<file path="src/rtl/swint_pkg.sv">
package swint_pkg;
  typedef enum logic [1:0] {
    ALIAS_DIRECT = 2'd0,
    ALIAS_SET    = 2'd1,
    ALIAS_CLEAR  = 2'd2,
    ALIAS_LEVEL  = 2'd3
  } swint_alias_e;
endpackage

</file>
<file path="src/rtl/swint_store.sv">
module swint_store
  import swint_pkg::*;
#(
  parameter int SW_BITS = 17,
  parameter int PIL_W   = 4,
  parameter int DATA_W  = 32
) (
  input  logic               clk,
  input  logic               rst,
  input  logic               wr_en,
  input  logic [1:0]         addr,
  input  logic [DATA_W-1:0]  wdata,
  input  logic               tick_hit,
  input  logic               stick_hit,
  output logic [SW_BITS-1:0] soft_q,
  output logic [PIL_W-1:0]   pil_q,
  output logic [SW_BITS-1:0] soft_d,
  output logic [PIL_W-1:0]   pil_d
);
  logic [SW_BITS-1:0] wbits;
  logic [SW_BITS-1:0] bus_val;

  assign wbits = wdata[SW_BITS-1:0];

  always_comb begin
    bus_val = soft_q;
    if (wr_en) begin
      case (swint_alias_e'(addr))
        ALIAS_DIRECT: bus_val = wbits;
        ALIAS_SET:    bus_val = soft_q | wbits;
        ALIAS_CLEAR:  bus_val = soft_q & ~wbits;
        default:      bus_val = soft_q;
      endcase
    end
    soft_d = bus_val;
    soft_d[0]         = bus_val[0] | tick_hit;
    soft_d[SW_BITS-1] = bus_val[SW_BITS-1] | stick_hit;
    pil_d = (wr_en && addr == ALIAS_LEVEL) ? wdata[PIL_W-1:0] : pil_q;
  end

  always_ff @(posedge clk) begin
    if (rst) begin
      soft_q <= '0;
      pil_q  <= '1;
    end else begin
      soft_q <= soft_d;
      pil_q  <= pil_d;
    end
  end

  AST_DIRECT_WRITE: assert property (@(posedge clk) disable iff (rst)
    (wr_en && addr == ALIAS_DIRECT && !tick_hit && !stick_hit)
      |=> soft_q == $past(wbits));
  AST_SET_ALIAS: assert property (@(posedge clk) disable iff (rst)
    (wr_en && addr == ALIAS_SET)
      |=> ((soft_q & $past(soft_q | wbits)) == $past(soft_q | wbits)));
  AST_CLEAR_ALIAS: assert property (@(posedge clk) disable iff (rst)
    (wr_en && addr == ALIAS_CLEAR && !tick_hit && !stick_hit)
      |=> ((soft_q & $past(wbits)) == '0));
  AST_TICK_SET: assert property (@(posedge clk) disable iff (rst)
    tick_hit |=> soft_q[0]);
  AST_STICK_SET: assert property (@(posedge clk) disable iff (rst)
    stick_hit |=> soft_q[SW_BITS-1]);
endmodule

</file>
<file path="src/rtl/swint_gate.sv">
module swint_gate #(
  parameter int SW_BITS     = 17,
  parameter int PIL_W       = 4,
  parameter int TIMER_LIMIT = 14
) (
  input  logic               clk,
  input  logic               rst,
  input  logic [SW_BITS-1:0] soft_d,
  input  logic [PIL_W-1:0]   pil_d,
  output logic [SW_BITS-1:0] irq_q
);
  logic [SW_BITS-1:0] req_c;
  logic               timer_open;

  assign timer_open = (pil_d < PIL_W'(TIMER_LIMIT));

  for (genvar i = 0; i < SW_BITS; i++) begin : g_lvl
    if (i == 0 || i == SW_BITS - 1) begin : g_timer
      assign req_c[i] = soft_d[i] & timer_open;
    end else begin : g_level
      localparam logic [PIL_W:0] IDX = (PIL_W+1)'(i);
      assign req_c[i] = soft_d[i] & (IDX > {1'b0, pil_d});
    end
  end

  always_ff @(posedge clk) begin
    if (rst) irq_q <= '0;
    else     irq_q <= req_c;
  end
endmodule

</file>
<file path="src/rtl/swint_ctrl.sv">
module swint_ctrl
  import swint_pkg::*;
#(
  parameter int SW_BITS     = 17,
  parameter int PIL_W       = 4,
  parameter int DATA_W      = 32,
  parameter int TIMER_LIMIT = 14
) (
  input  logic               clk,
  input  logic               rst,
  input  logic               bus_wr,
  input  logic [1:0]         bus_addr,
  input  logic [DATA_W-1:0]  bus_wdata,
  output logic [DATA_W-1:0]  bus_rdata,
  input  logic               tick_hit,
  input  logic               stick_hit,
  output logic [SW_BITS-1:0] irq_req
);
  localparam int SOFT_PAD = DATA_W - SW_BITS;
  localparam int PIL_PAD  = DATA_W - PIL_W;

  logic [SW_BITS-1:0] soft_q, soft_d;
  logic [PIL_W-1:0]   pil_q, pil_d;

  swint_store #(.SW_BITS(SW_BITS), .PIL_W(PIL_W), .DATA_W(DATA_W)) u_store (
    .clk(clk), .rst(rst), .wr_en(bus_wr), .addr(bus_addr), .wdata(bus_wdata),
    .tick_hit(tick_hit), .stick_hit(stick_hit),
    .soft_q(soft_q), .pil_q(pil_q), .soft_d(soft_d), .pil_d(pil_d)
  );

  swint_gate #(.SW_BITS(SW_BITS), .PIL_W(PIL_W), .TIMER_LIMIT(TIMER_LIMIT)) u_gate (
    .clk(clk), .rst(rst), .soft_d(soft_d), .pil_d(pil_d), .irq_q(irq_req)
  );

  always_comb begin
    if (bus_addr == ALIAS_LEVEL) bus_rdata = {{PIL_PAD{1'b0}}, pil_q};
    else                         bus_rdata = {{SOFT_PAD{1'b0}}, soft_q};
  end

  AST_TIMER_GATE: assert property (@(posedge clk) disable iff (rst)
    (pil_q >= PIL_W'(TIMER_LIMIT)) |-> (!irq_req[0] && !irq_req[SW_BITS-1]));
  AST_IRQ_SUBSET: assert property (@(posedge clk) disable iff (rst)
    ((irq_req & ~soft_q) == '0));
  for (genvar k = 1; k < SW_BITS - 1; k++) begin : g_chk
    localparam logic [PIL_W:0] KIDX = (PIL_W+1)'(k);
    AST_LEVEL_GATE: assert property (@(posedge clk) disable iff (rst)
      (KIDX <= {1'b0, pil_q}) |-> !irq_req[k]);
  end
endmodule

</file>
<file path="config.mk">
export PLATFORM = sky130hd
export DESIGN_NAME = swint_ctrl
export DESIGN_NICKNAME = d
export VERILOG_FILES = /design/src/rtl/swint_pkg.sv /design/src/rtl/swint_store.sv /design/src/rtl/swint_gate.sv /design/src/rtl/swint_ctrl.sv
export SDC_FILE = /design/constraint.sdc
export NUM_CORES = 1
export LEC_CHECK = 0
export ABC_AREA = 1
export BUFFER_PORTS_ARGS = -buffer_cell sky130_fd_sc_hd__buf_2
export CORE_MARGIN = 2
export CORE_UTILIZATION = 40
export CTS_CLUSTER_DIAMETER = 150
export CTS_CLUSTER_SIZE = 16
export DETAILED_ROUTE_END_ITERATION = 10
export PLACE_DENSITY_LB_ADDON = 0.2
export SLEW_MARGIN = 20
export SYNTH_ARGS = -nofsm -noshare
export SYNTH_HDL_FRONTEND = slang
export SYNTH_SLANG_ARGS = --single-unit
</file>
<file path="constraint.sdc">
create_clock -name clk -period 1.2 [get_ports clk]
set_clock_uncertainty 0.2 [all_clocks]
set_input_delay 0.18 -clock clk [delete_from_list [all_inputs] [get_ports clk]]
set_output_delay 0.18 -clock clk [all_outputs]
set_load 0.01 [all_outputs]
</file>
After elaboration in Yosys (flattened, before gate mapping). Cells that the tools add are included.

$lt $le $gt $ge: 16. Eq/ne operators: 3. Multiplexer cells: 4. Bitwise gates (word level): 22. Reductions and logical operators: 2.

Operators with widths (number): $pmux 17 s3 (1); $mux 17 (2); $gt 4x4->1 const A (8); $and 1x1->1 (17); $and 17x17->17 (1); $not 17->17 (1); $or 17x17->17 (1); $gt 3x4->1 const A (4); $gt 2x4->1 const A (2); $eq 2x2->1 const B (2); $gt 1x4->1 const A (1); $lt 4x4->1 const B (1); $mux 4 (1); $eq 2x1->1 const B (1); $logic_not 2->1 (1); $or 1x1->1 (2); $logic_and 1x1->1 (1).

Flip-flop bits (word level): 38. Input bits: 39. Output and inout bits: 49. Logic and storage cells: 50.

Logic depth before layout (Yosys ltp). Gate-level depths: netlist of run 1.

Depth after elaboration: 6. Depth in mapped cells: 9. Mapped depth without buffers: 9.

Modules after synthesis. From an unflattened synthesis of run 1, not the netlist that was laid out.

Cell total of the unflattened synthesis: 312. Area, all modules: 2018.2 um^2.

By module, submodules not included: swint_store (instances 1, cells an instance 176, area each 1139.8 um^2, seq. area each 420.4 um^2); swint_gate (instances 1, cells an instance 79, area each 593.1 um^2, seq. area each 340.3 um^2); swint_ctrl (instances 1, cells an instance 57, area each 285.3 um^2, seq. area each 0.0 um^2).

Worst setup path before layout of run 1. Ideal clock, no wire load.

Path type: input to register. Start: in rst. End: reg u_gate.irq_q[12]. Setup time: 0.133 ns. Arrival: 0.882 ns. Data required time: 0.867 ns. Setup slack: -0.016 ns. Cell stages on the path: 5. Cell sequence: clkbuf_1 > inv_1 > buf_1 > nand2_1 > a21oi_1.

RTL lines: start: declaration (RTL line swint_ctrl.sv:10) `input logic rst,`; end signal: assignment (RTL line swint_gate.sv:28) `else irq_q <= req_c;`; end: declaration (RTL line swint_gate.sv:10) `output logic [SW_BITS-1:0] irq_q`.

Worst setup path after layout of run 1.
Start: reg u_store.pil_q[3]. End: out bus_rdata[3].

Longest elaborated chain between the ends: 1.

RTL lines: start: declaration (RTL line swint_store.sv:16) `output logic [PIL_W-1:0] pil_q,`; start signal: assignment (RTL line swint_store.sv:47) `pil_q <= pil_d;`; $mux 17 (RTL line swint_ctrl.sv:36) `if (bus_addr == ALIAS_LEVEL) bus_rdata = {{PIL_PAD{1'b0}}, pil_q};`; end: declaration (RTL line swint_ctrl.sv:14) `output logic [DATA_W-1:0] bus_rdata,`.

No other way between the ends.

==> results.toml, run 1 <==
[cells_and_area]
diodes = 0
ff_latch_area_um2 = 785
finalNetCount = 402
n_fill_cell = 427
fin_cells = 416
areaGrowthSynthToFinish_pct = 47.2
drive_above_1_share_pct = 44.2
post-route-util_pct = 60.6
multi_input_area_um2 = 893

[clock_tree]
clock_sinks = 38
cts_made_buffers = 5
cts.reportedPaths.clkPinSlew_ps = 80
insertion_delay_ps = 280
cts_root_buf = "clkbuf_8"
cts_tree = "yes"
h-tree-depth = 2
clockBufferDepth = 2

[placed_design]
dp.cells = 396
dpl.hpwl_um = 3390
io_buffers = 57
gp_congestion = 0.846

[critical_path]
cpPeakStageDelay_ps = 320
required_ps = 820
critical_path.top_delay_family = "flip-flops"
critPathMaxFanout = 2
cp.depth = 4
cp-end-kind = "output port"
slowest_stage = "dfxtp_2"
r2r_cells = 8
path_cells = "inv_2, buf_6, o21ai_2, buf_2"
start_kind = "flip-flop"
worst-path-buf-inv = 3
arrival_ps = 990
critical_path_class = "flip-flop to output port"

[power]
power.internal_mw = 2.04
p_seq_share_pct = 46.9
p_clk_share_pct = 32.0
power_frac_comb_pct = 21.1
power.switching_mw = 0.826
power.leakage_nw = 1.45
power_density_mw_per_mm2 = 1100
ir_worst_vdd_v = 0.000541
total_power_mw = 2.86
switching_share_pct = 28.8

[floorplanning]
rows = 24
io_pins = 88
core_mm2 = 0.00429
die-area_mm2 = 0.00497
die_h_um = 70.5
initial_core_util_pct = 41.2
die_x_um = 70.5

[logic_synthesis]
synth-edff-count = 0
yosysSeqAreaShare_pct = 43.0
syn_inst = 270
post-synth-top-count-cell = "nand2_1"
yosysWarnings = 0
yosysUniqueCellTypes = 22
synth.top_cells.by_count = "80 x nand2_1, 51 x nor2_1, 38 x dfxtp_1, 36 x inv_1, 16 x o21ai_0"
syn_area_mm2 = 0.00177
synthArstFlopShare_pct = 0
synthTopCellsByArea = "dfxtp_1 43%, nand2_1 17%, nor2_1 11%"
ys.flop_type = "dfxtp_1"
synth_top_area_share_pct = 43.0
ys_ff_latch = 38
syn_avg_cell_area_um2 = 6.55
yosys.area.top_type = "dfxtp_1"

[grt]
grtUsageTotal_pct = 19.5
grt_first_pass_wirelength_um = 7690
antenna_found_initial = 0
grt_max_degree = 13
gr-total-overflow = 0
first_global_vias = 1764

[timing]
max_freq_ghz = 0.729
drv_slew = 0
setup_violations = 33
hold_violations = 1
fin_ws_ps = -171
post-route-min-period_ps = 1370
timing.final.crit_share_pct = 114
hold_ws_ps = -13.9
rsz0062_at_grt = "true"

[drt]
initialDrtViolationCount = 64
ant_nets = 0
dr.pass1.iters = 4
wl_per_cell_um = 11.5
vias_per_cell = 4.58
via_count = 1904
drc = 0
wirelength_um = 4780

[run_status]
violations = "hold timing, setup timing"
status = "finished with violations"

[min_path]
whs_path_depth = 3
hold_class = "input pin to flip-flop"

[flow_run]
maxCapViolations = 0
==> state kept, by name (all words and copies together), names as in the netlist <==
name,flops
u_store.pil_q,4
u_gate.irq_q,17
u_store.soft_q,17
==> power groups by stage <==
stage               clock network (mW)  logic, mW  registers, mW
floorplan                            0      0.299           1.36
global placement                     0      0.478           1.36
detailed placement                   0      0.482           1.36
CTS                              0.946      0.542           1.34
global route                     0.988      0.671           1.35
finish                           0.918      0.604           1.34
==> worst paths after layout <==
kind,from,endpoint,slack (ps)
worst max-delay path,u_store.pil_q[3],bus_rdata[3],-170
worst min register to register,u_store.soft_q[1],u_store.soft_q[1],300
worst min-delay path,bus_wdata[1],u_store.soft_q[1],-10
worst max register to register,u_store.pil_q[3],u_gate.irq_q[7],-160
==> cells by family after synthesis <==
family | Yosys count | synth area share (%)
simple gates | 141 | 31.7
buf+inv | 60 | 16.2
flops | 38 | 43.0
compound gates | 30 | 8.91
other cells | 1 | 0.212
==> what timing repair did <==
item,in CTS,in global routing
hold buffers,5,0
buffers inserted,3,3
hold endpoints to repair,7,0
endpoints found under the setup margin,29,35
pin swaps,24,11
cloned,1,0
gates resized for setup,46,31
==> cell type report <==
type / instances / share of cell area [%]
clock inverter: 2 / 0.481
multi-input combinational: 186 / 34.3
clock buffer: 6 / 3.17
tap: 52 / 2.50
inverter: 39 / 5.91
timing repair buffer: 93 / 23.5
sequential: 38 / 30.1
==> stage by stage <==
step	worst slack (ps)	cell area [um2]	TNS, ps
CTS	-158	2490	-2130
global route	-222	2600	-4080
detailed placement	-246	2220	-6840
global placement	-245	2220	-6580
finish	-171	2600	-2180
floorplan	31.0	1830	0
==> worst min-delay path, cell delays in order <==
cell     delay (ps)
buf_2           110
nand2_1          60
a21oi_1          70
==> cell usage in the layout (no fill, tap or decap), types with 2 or more instances in the layout <==
cell,netlist,routed
inv_2,3,15
o21ai_2,1,2
inv_1,36,22
nand2_1,80,75
buf_4,15,26
dfxtp_2,0,19
a21oi_1,10,7
nor2_2,0,10
nor2_1,51,40
buf_6,0,5
conb_1,1,15
dfxtp_1,38,19
o21ai_0,16,15
clkbuf_8,0,6
nor2_4,1,2
buf_2,4,55
a21oi_2,0,2
nand2_2,2,5
nand4_1,3,3
dlygate4sd3_1,0,5
==> routing by layer <==
| metal | part of all wire, % | track usage [%] | vias to the layer above |
|---|---|---|---|
| met5 | 0 | 0 | - |
| li1 | - | - | 970 |
| met4 | 1.8 | 7.05 | 0 |
| met3 | 5.1 | 4.04 | 6 |
| met2 | 51 | 34.9 | 63 |
| met1 | 42 | 22.9 | 865 |
Power figures use the tool's default switching activity.
==> inputs of run 2 (changes only) <==
==> constraint.sdc (replaced) <==
create_clock -name clk -period 1.15 [get_ports clk]
set_clock_uncertainty 0.2 [all_clocks]
set_input_delay 0.1725 -clock clk [delete_from_list [all_inputs] [get_ports clk]]
set_output_delay 0.1725 -clock clk [all_outputs]
set_load 0.01 [all_outputs]
==> run 2 against run 1 <==
  * The flow still finishes with violations (hold timing, setup timing)
  * Die area unchanged
  * Worst setup slack worse by 39 ps
  * Sequential power up 4%
  * Critical path type unchanged
  * Critical endpoint unchanged
==> results.toml, run 2 (same netlist as run 1, synthesis figures left out) <==
[drt]
wirelength_um = 5270
vias_per_cell = 4.69
dr.pass1.iters = 4
drc = 0
ant_nets = 0
via_count = 1952
wl_per_cell_um = 12.7
initialDrtViolationCount = 130

[critical_path]
start_kind = "flip-flop"
r2r_cells = 7
cpPeakStageDelay_ps = 320
required_ps = 780
worst-path-buf-inv = 3
slowest_stage = "dfxtp_2"
cp.depth = 4
critical_path.top_delay_family = "flip-flops"
critical_path_class = "flip-flop to output port"
critPathMaxFanout = 2
cp-end-kind = "output port"
path_cells = "inv_2, buf_6, o21ai_2, buf_2"
arrival_ps = 990

[cells_and_area]
finalNetCount = 403
largestRegisters = "u_gate.irq_q x17, u_store.soft_q x17, u_store.pil_q x4"
final_common_cell = "nand2_1"
n_fill_cell = 391
multi_input_area_um2 = 918
drive_above_1_share_pct = 38.5
ff_latch_area_um2 = 767
areaGrowthSynthToFinish_pct = 54.2
fin_area_mm2 = 0.00273
final_cell_mix = "71 x nand2_1, 50 x buf_2, 39 x nor2_1"
diodes = 0

[clock_tree]
clock_sinks = 38
cts.reportedPaths.clkPinSlew_ps = 70
cts_made_buffers = 5
cts_root_buf = "clkbuf_8"
cts_hold_buffers = 6
cts_tree = "yes"
h-tree-depth = 2
insertion_delay_ps = 290
clockBufferDepth = 2

[power]
p_clk_share_pct = 36.1
power_density_mw_per_mm2 = 1190
power.leakage_nw = 1.46
p_seq_share_pct = 43.0
ir_worst_vdd_v = 0.000682
power.internal_mw = 2.36
power.switching_mw = 0.885
total_power_mw = 3.25
switching_share_pct = 27.2
power_frac_comb_pct = 20.9

[placed_design]
dpl.hpwl_um = 3380
io_buffers = 57
place_area_mm2 = 0.00223
place_ws_ps = -291
gp_congestion = 0.871

[floorplanning]
core_mm2 = 0.00429
die_h_um = 70.5
rows = 24
initial_core_util_pct = 41.2
die-area_mm2 = 0.00497
die_x_um = 70.5
io_pins = 88

[timing]
fin_tns_setup_ps = -5030
hold_violations = 3
timing.final.crit_share_pct = 118
rsz0062_at_grt = "true"
drv_slew = 0
fin_ws_ps = -210
setup_violations = 35
post-route-min-period_ps = 1360
max_freq_ghz = 0.736
hold_ws_ps = -32.5

[min_path]
hold_class = "input pin to flip-flop"
whs_path_depth = 3

[flow_run]
maxCapViolations = 0

[grt]
grtUsageTotal_pct = 20.2
antenna_found_initial = 0
gr-total-overflow = 0
grt_max_degree = 14
first_global_vias = 1797
grt_first_pass_wirelength_um = 7940

[run_status]
violations = "hold timing, setup timing"
status = "finished with violations"
run 2: cell types whose count changed in the layout (fill, tap and decap cells not counted), moves of 3 or more:
cell	before	now
nand2_2	5	9
buf_4	26	16
nor2_4	2	6
nand2_1	75	71
buf_2	55	50
buf_6	5	18
dfxtp_2	19	5
buf_12	1	4
dfxtp_1	19	33
nor2_2	10	7
inv_1	22	32
inv_2	15	5
run 2: worst reg2reg max path, delay by kind of cell, from the launching register on:
family	cells	cell delay, ps
AND/OR/NAND/NOR	3	190
buffers and inverters	3	320
flip-flops	1	320
AO/OA/AOI/OAI	1	220
run 2: power by group through the flow:
stage          sequential, mW  combinational, mW  clock, mW
6_report                 1.40              0.680       1.17
2_1_floorplan            1.42              0.314          0
3_5_place_dp             1.42              0.515          0
4_1_cts                  1.39              0.603       1.19
3_3_place_gp             1.42              0.514          0
5_1_grt                  1.40              0.744       1.23
run 2: timing repair:
| action | in CTS | in global routing |
|---|---|---|
| resized for setup | 39 | 36 |
| pin swaps | 10 | 12 |
| cloned | 1 | 0 |
| setup endpoints to repair | 33 | 38 |
| setup buffers | 7 | 2 |
| hold endpoints to repair | 11 | 2 |
run 2: area by class of cell:
class,instances,share of cell area (%)
Sequential cell,38,28.1
Clock inverter,1,1.10
Multi-Input combinational cell,186,33.7
Inverter,39,5.59
Timing Repair Buffer,94,26.1
Tap cell,52,2.38
Clock buffer,6,3.03
run 2: path summary, 6_finish.rpt:
| kind | start | endpoint | slack (ps) |
|---|---|---|---|
| worst max-delay path | u_store.pil_q[3] | bus_rdata[3] | -210 |
| worst max register to register | u_store.pil_q[3] | u_gate.irq_q[2] | -200 |
| worst min-delay path | bus_wdata[13] | u_store.soft_q[13] | -30 |
| worst min register to register | u_store.soft_q[0] | u_store.soft_q[0] | 290 |
run 2: routing by layer:
| metal | vias to the layer above | wire length [um] | share of wire [%] | track usage [%] |
|---|---|---|---|---|
| li1 | 969 | - | - | - |
| met4 | 0 | 139 | 2.6 | 5.77 |
| met2 | 68 | 2560 | 49 | 34.9 |
| met5 | - | 0 | 0 | 0 |
| met3 | 12 | 302 | 5.7 | 4.47 |
| met1 | 903 | 2260 | 43 | 25.2 |
run 2: per-stage QoR:
| step | util [%] | std cells |
|---|---|---|
| after floorplan | - | 284 |
| after global placement | 51.9 | 393 |
| after detailed placement | 51.9 | 393 |
| after CTS | 59.8 | 414 |
| after global routing | 63.5 | 416 |
| final | 63.5 | 416 |
